[src/rtl/wqe_post_engine.sv]
module wqe_post_engine #(
  parameter int BUF_BYTES = 256,
  parameter int MAX_SGE   = 4,
  parameter int PTR_W     = 32,
  localparam int CNT_W    = $clog2(MAX_SGE + 1),
  localparam int AW       = $clog2(BUF_BYTES),
  localparam int IDX_W    = AW - 5,
  localparam int SGE_W    = 128 * MAX_SGE,
  localparam int MAX_UNITS = (32 + 16 * MAX_SGE + 31) / 32,
  localparam int U_W      = $clog2(MAX_UNITS + 1)
) (
  input  logic              clk,
  input  logic              rst_n,
  input  logic              req_valid,
  output logic              req_ready,
  input  logic [CNT_W-1:0]  req_sge_cnt,
  input  logic [4:0]        req_oob_len,
  input  logic [191:0]      req_oob_data,
  input  logic [13:0]       req_cdu,
  input  logic [SGE_W-1:0]  req_sge,
  input  logic [PTR_W-1:0]  tail,
  output logic [PTR_W-1:0]  head,
  output logic              wr_valid,
  input  logic              wr_ready,
  output logic [AW-1:0]     wr_addr,
  output logic [31:0]       wr_data,
  output logic              done,
  output logic              done_busy,
  output logic [IDX_W-1:0]  rpt_index,
  output logic [PTR_W-1:0]  rpt_head,
  output logic [U_W-1:0]    rpt_units
);
  localparam int Q_UNITS   = BUF_BYTES / 32;
  localparam int MAX_WORDS = 8 + 4 * MAX_SGE;
  localparam int K_W       = $clog2(MAX_WORDS + 1);

  logic              big_in;
  logic [CNT_W-1:0]  n_eff_in;
  logic [15:0]       desc_bytes;
  logic [U_W-1:0]    units_in;
  logic [PTR_W-1:0]  free_units;
  logic              fits;

  logic              writing;
  logic [K_W-1:0]    k;
  logic [K_W-1:0]    nwords;
  logic [AW-1:0]     base;
  logic              l_big;
  logic [CNT_W-1:0]  l_cnt;
  logic [4:0]        l_len;
  logic [191:0]      l_oob;
  logic [13:0]       l_cdu;
  logic [SGE_W-1:0]  l_sge;
  logic [U_W-1:0]    l_units;

  logic [2:0]        oob_dw;
  logic [15:0]       kk;
  logic [15:0]       jidx;
  logic [15:0]       sidx;
  logic [127:0]      elem;
  logic [31:0]       oob_word;

  assign big_in     = req_oob_len > 5'd8;
  assign n_eff_in   = (req_sge_cnt == '0) ? CNT_W'(1) : req_sge_cnt;
  assign desc_bytes = 16'd8 + (big_in ? 16'd24 : 16'd8) + 16'(n_eff_in) * 16'd16;
  assign units_in   = U_W'((desc_bytes + 16'd31) >> 5);
  assign free_units = PTR_W'(Q_UNITS) - (head - tail);
  assign fits       = PTR_W'(units_in) <= free_units;

  assign req_ready = !writing;
  assign wr_valid  = writing;
  assign wr_addr   = base + AW'({kk, 2'b00});

  assign oob_dw = l_big ? 3'd6 : 3'd2;
  assign kk     = 16'(k);
  assign jidx   = kk - 16'd2;
  assign sidx   = kk - 16'd2 - 16'(oob_dw);

  always_comb begin
    logic [191:0] sh;
    sh = l_oob >> {jidx, 5'b00000};
    oob_word = sh[31:0];
    for (int b = 0; b < 4; b++)
      if ({jidx[13:0], 2'b00} + 16'(b) >= 16'(l_len)) oob_word[8*b +: 8] = 8'h00;
  end

  always_comb begin
    logic [SGE_W-1:0] esh;
    esh = l_sge >> {sidx[15:2], 7'b0000000};
    if (l_cnt == '0) elem = {32'd0, 32'd0, 64'd1};
    else             elem = esh[127:0];
  end

  always_comb begin
    logic [127:0] wsh;
    wsh = elem >> {sidx[1:0], 5'b00000};
    if (k == '0)
      wr_data = 32'd0;
    else if (k == K_W'(1))
      wr_data = {2'b00, l_cdu, 5'b00000, oob_dw, 8'(l_cnt)};
    else if (kk < 16'd2 + 16'(oob_dw))
      wr_data = oob_word;
    else
      wr_data = wsh[31:0];
  end

  always_ff @(posedge clk) begin
    if (!rst_n) begin
      writing   <= 1'b0;
      k         <= '0;
      nwords    <= '0;
      base      <= '0;
      l_big     <= 1'b0;
      l_cnt     <= '0;
      l_len     <= '0;
      l_oob     <= '0;
      l_cdu     <= '0;
      l_sge     <= '0;
      l_units   <= '0;
      head      <= '0;
      done      <= 1'b0;
      done_busy <= 1'b0;
      rpt_index <= '0;
      rpt_head  <= '0;
      rpt_units <= '0;
    end else begin
      done      <= 1'b0;
      done_busy <= 1'b0;
      if (!writing && req_valid) begin
        if (fits) begin
          writing   <= 1'b1;
          k         <= '0;
          nwords    <= K_W'(16'd2 + (big_in ? 16'd6 : 16'd2) + 16'(n_eff_in) * 16'd4);
          base      <= {head[IDX_W-1:0], 5'b00000};
          l_big     <= big_in;
          l_cnt     <= req_sge_cnt;
          l_len     <= req_oob_len;
          l_oob     <= req_oob_data;
          l_cdu     <= req_cdu;
          l_sge     <= req_sge;
          l_units   <= units_in;
          rpt_index <= head[IDX_W-1:0];
          rpt_head  <= head;
          rpt_units <= units_in;
        end else begin
          done      <= 1'b1;
          done_busy <= 1'b1;
        end
      end
      if (writing && wr_ready) begin
        if (k == nwords - K_W'(1)) begin
          writing <= 1'b0;
          done    <= 1'b1;
          head    <= head + PTR_W'(l_units);
        end else begin
          k <= k + K_W'(1);
        end
      end
    end
  end
endmodule


[config.mk]
export PLATFORM = sky130hd
export DESIGN_NAME = wqe_post_engine
export DESIGN_NICKNAME = d
export VERILOG_FILES = /design/src/rtl/wqe_post_engine.sv
export SDC_FILE = /design/constraint.sdc
export NUM_CORES = 2
export LEC_CHECK = 0
export ABC_AREA = 0
export BUFFER_PORTS_ARGS = -buffer_cell sky130_fd_sc_hd__buf_2
export CORE_AREA = 2 2 344 346
export DETAILED_ROUTE_END_ITERATION = 8
export DIE_AREA = 0 0 346 348
export PLACE_DENSITY_LB_ADDON = 0.2
export SLEW_MARGIN = 20
export SYNTH_ARGS = -nofsm -noshare
export SYNTH_HDL_FRONTEND = slang
export SYNTH_SLANG_ARGS = --single-unit
[constraint.sdc]
create_clock -name clk -period 7.3 [get_ports clk]
set_input_delay 1.095 -clock clk [delete_from_list [all_inputs] [get_ports clk]]
set_output_delay 1.095 -clock clk [all_outputs]
set_load 0.01 [all_outputs]
==> run summary <==
The number of global-route vias before repair is 32400. Of the available clock period, the critical path in the final layout requires around 90%. By startpoint and endpoint, the worst setup path is classified as reg -> out. The top fanout value on the critical path is 45. Row generation in the floorplan step produced 126 rows. The routed design has 152 mm of wire. The critical path required time came out at slightly above 6 ns. The count of flip-flops with a built-in enable after synthesis came out at 0. The routed via count came out at 33700. The flow ran to the end, and the final reports show no timing, DRC or antenna violations. STA classifies the critical path startpoint as a register. Based on the critical path, the design can be clocked at up to about 150 MHz. The cell area power density is ~230 nW/um^2. Yosys attributes the largest share of cell area to sky130_fd_sc_hd__dfxtp_1 (40%), sky130_fd_sc_hd__mux2i_1 (19%), sky130_fd_sc_hd__nand2_1 (15%). The area inside the core boundary is 117000 sq um. The initial antenna violation count came out at 104. The die height came out at roughly 350 um.

The share of synthesized flip-flops with an asynchronous set or reset came out at 0%. The data arrival time at the worst-slack endpoint is 5.47 ns. In this run the number of H-tree levels came out at 3.

The worst vdd rail ir drop came out at about 180 uV. The count of state elements after synthesis came out at about 800. Counting instances in the post-synthesis netlist gives the leading cell types as sky130_fd_sc_hd__nand2_1 (1577), sky130_fd_sc_hd__dfxtp_1 (804), sky130_fd_sc_hd__mux2i_1 (764).

The final number of setup-violating endpoints is 0. The tree built by TritonCTS fans out to 804 sinks. The largest total area in the synthesized netlist belongs to sky130_fd_sc_hd__dfxtp_1.

The clock passes through at most 3 buffers. Synthesis handed over a netlist of 4392 instances. The number of different library cells in the post-synthesis netlist came out at 65.

The number of pins exceeding their max-slew limit in the final report was 0. The wire length of the first global-routing pass is 217 mm. The final hold violation count came out at 0. The most common cell in the synthesized netlist is sky130_fd_sc_hd__nand2_1. For the worst flop-to-flop path, the logic depth is 15.

Buffers inserted during clock tree synthesis total 94. For this design the static power due to leakage is 0.0212 uW. The number of buffers inserted by hold repair at cts came out at 0. The worst hold path class is reg -> reg.

The net count of the finished layout came out at 5913. The initial cell density of the core is between 30% and 40%. The share of the Yosys chip area taken by registers is 39.5%. Once detail routing completed, the nets flagged for antenna violations numbered 0.

In the final layout, the share of cells above drive strength 1 is between 20 and 30%. OpenSTA, run right after detailed placement, puts the worst setup slack at 1.14 ns. For this run, the leading register cell type out of synthesis is sky130_fd_sc_hd__dfxtp_1.

The signed area change from the synthesized netlist to the final layout came out at 20.6%. After clock tree synthesis, the clock-pin slew on the worst setup and hold paths is 0.06 ns. The global-route usage over all layers is 24.3%. The total grt overflow came out at 0. The ratio of routed vias to standard cells is around 5. Clock latency on the worst-skew pair, taken at its later pin, is roughly 0.67 ns. The worst hold slack across all endpoints came out at approximately 0.45 ns. The congestion estimate from routability-driven global placement came to around 0.88. The floorplan step defined a die boundary enclosing about 120000 sq um. The max capacitance violation total came out at 0. The clock period minus worst slack is between 6 and 7 ns. The HPWL after detailed placement is between 100 and 150 mm.

The pin slew with the least headroom to its limit came out at 1.10 ns. The die is 346 um wide. The detailed router finished its first iteration with between 2000 and 2500 violations. For this run, the number of Yosys warnings is 0. Entering global routing, the biggest net connects 200 pins. The TritonCTS clock tree is built. The number of port buffers came out at slightly below 900.

The routed length per placed instance came out at 22.6 um. The detailed-routing iteration count for the pre-antenna-repair pass is 5. The worst path setup slack after routing is approximately 0.74 ns. The largest clock skew in the final design came out at approximately 0.027 ns. Summed over its instances, the top area cell type makes up approximately 40% of the synthesized netlist area. After clock tree synthesis, the setup repair step added 0 buffers. After detailed routing, the number of remaining DRC violations is 0.

The post-route setup TNS is 0 ns. The synthesized area divided by synthesized cell count came out at 9.27 sq um. Gates resized during post-CTS repair numbered 0.

Measured against its own limit, the worst slew margin works out to 26.7%. Clock tree synthesis selected as its root buffer the cell sky130_fd_sc_hd__clkbuf_16. The combined area of all synthesized cells is 40700 sq um. Setup repair after global routing left no endpoint under its margin.

The worst hold path was traced through 2 stages. The capturing element type of the critical path is an output port. The number of primary I/O pins is roughly 880.
==> power breakdown <==
part           switching, uW  internal, uW  total [uW]
combinational            961           775        1740
clock                   1980          2890        4870
sequential               149          4670        4820
==> layout by cell type (no fill, tap or decap), types with 21 or more instances in the layout <==
cell,Yosys,final
sky130_fd_sc_hd__mux4_2,191,191
sky130_fd_sc_hd__clkbuf_8,0,23
sky130_fd_sc_hd__diode_2,0,31
sky130_fd_sc_hd__ha_1,82,82
sky130_fd_sc_hd__a211oi_1,21,21
sky130_fd_sc_hd__buf_2,23,871
sky130_fd_sc_hd__buf_4,9,35
sky130_fd_sc_hd__a22oi_1,34,34
sky130_fd_sc_hd__dfxtp_1,804,802
sky130_fd_sc_hd__xnor2_1,45,43
sky130_fd_sc_hd__o21ai_0,31,31
sky130_fd_sc_hd__nor2_1,114,112
sky130_fd_sc_hd__clkbuf_16,0,97
sky130_fd_sc_hd__mux2_2,34,34
sky130_fd_sc_hd__nand2_1,1577,1577
sky130_fd_sc_hd__mux2i_1,764,764
sky130_fd_sc_hd__a21oi_1,77,77
sky130_fd_sc_hd__inv_1,65,65
==> flip-flops by register name, indices dropped and copies added (netlist names) <==
register	cells
done	1
l_big	1
l_sge	512
nwords	3
wr_valid	1
l_cdu	14
done_busy	1
k	5
l_len	5
rpt_head	32
l_oob	192
l_cnt	3
l_units	2
head	32
==> area by class of cell <==
type / count / area (sq um)
repair buffers: 925 / 5000
inverters: 66 / 249
fillers: 11700 / 67900
clock buffers: 139 / 2820
multi-input cells: 3175 / 22600
flip-flops and latches: 804 / 16100
well taps: 1536 / 1920
diodes: 31 / 77.6
clock inverters: 30 / 380
==> kinds of logic (layout without fill, tap and decap cells) <==
kind of cell / Yosys count / in the layout / share of synthesized area [%]
XOR/XNOR: 53 / 53 / 1.17
adder cells (fa/ha/maj): 86 / 86 / 2.69
AO/OA/AOI/OAI: 241 / 241 / 3.87
buffers and inverters: 414 / 1160 / 5.19
multiplexers: 989 / 989 / 30.3
AND/OR/NAND/NOR: 1804 / 1804 / 17.2
flip-flops: 804 / 804 / 39.5
other: 1 / 33 / 0.00921
==> metal layers <==
layer	GRT usage [%]	vias to the layer above	share of wire, %
met2	39.9	966	47
met3	5.63	297	6.4
met5	0	-	0.33
met4	7.53	76	3.1
li1	-	16300	-
met1	31.5	16000	44
==> path summary, 6_finish.rpt <==
kind | start | endpoint | slack [ns]
worst max-delay path | k[1]$_SDFF_PN0_ | wr_data[13] | 0.74
worst min-delay path | l_sge[122]$_SDFFE_PN0P_ | l_sge[122]$_SDFFE_PN0P_ | 0.45
worst max register to register | head[1]$_SDFFE_PN0P_ | rpt_head[21]$_SDFFE_PN0P_ | 1.83
worst min register to register | l_sge[122]$_SDFFE_PN0P_ | l_sge[122]$_SDFFE_PN0P_ | 0.45
==> stage by stage <==
stage	power [uW]	cells	utilization [%]	instance area, sq um
finish	11400	6706	42.0	49100
floorplan	6020	4393	-	40700
detailed placement	6660	6506	39.2	45800
global route	11900	6691	41.9	49100
global placement	6640	6506	39.2	45800
CTS	11600	6675	41.9	49000
==> critical path, stage by stage, from the launching register on <==
cell                      delay (ns)
sky130_fd_sc_hd__dfxtp_4        0.68
sky130_fd_sc_hd__inv_1          0.28
sky130_fd_sc_hd__ha_1           0.39
sky130_fd_sc_hd__inv_1          0.17
sky130_fd_sc_hd__ha_1           0.30
sky130_fd_sc_hd__xnor2_2        0.23
sky130_fd_sc_hd__buf_12         0.38
sky130_fd_sc_hd__buf_4          0.42
sky130_fd_sc_hd__mux4_2         0.70
sky130_fd_sc_hd__mux4_2         0.64
sky130_fd_sc_hd__a21oi_1        0.21
sky130_fd_sc_hd__nor2_1         0.13
sky130_fd_sc_hd__buf_2          0.19
Power figures use the tool's default switching activity.
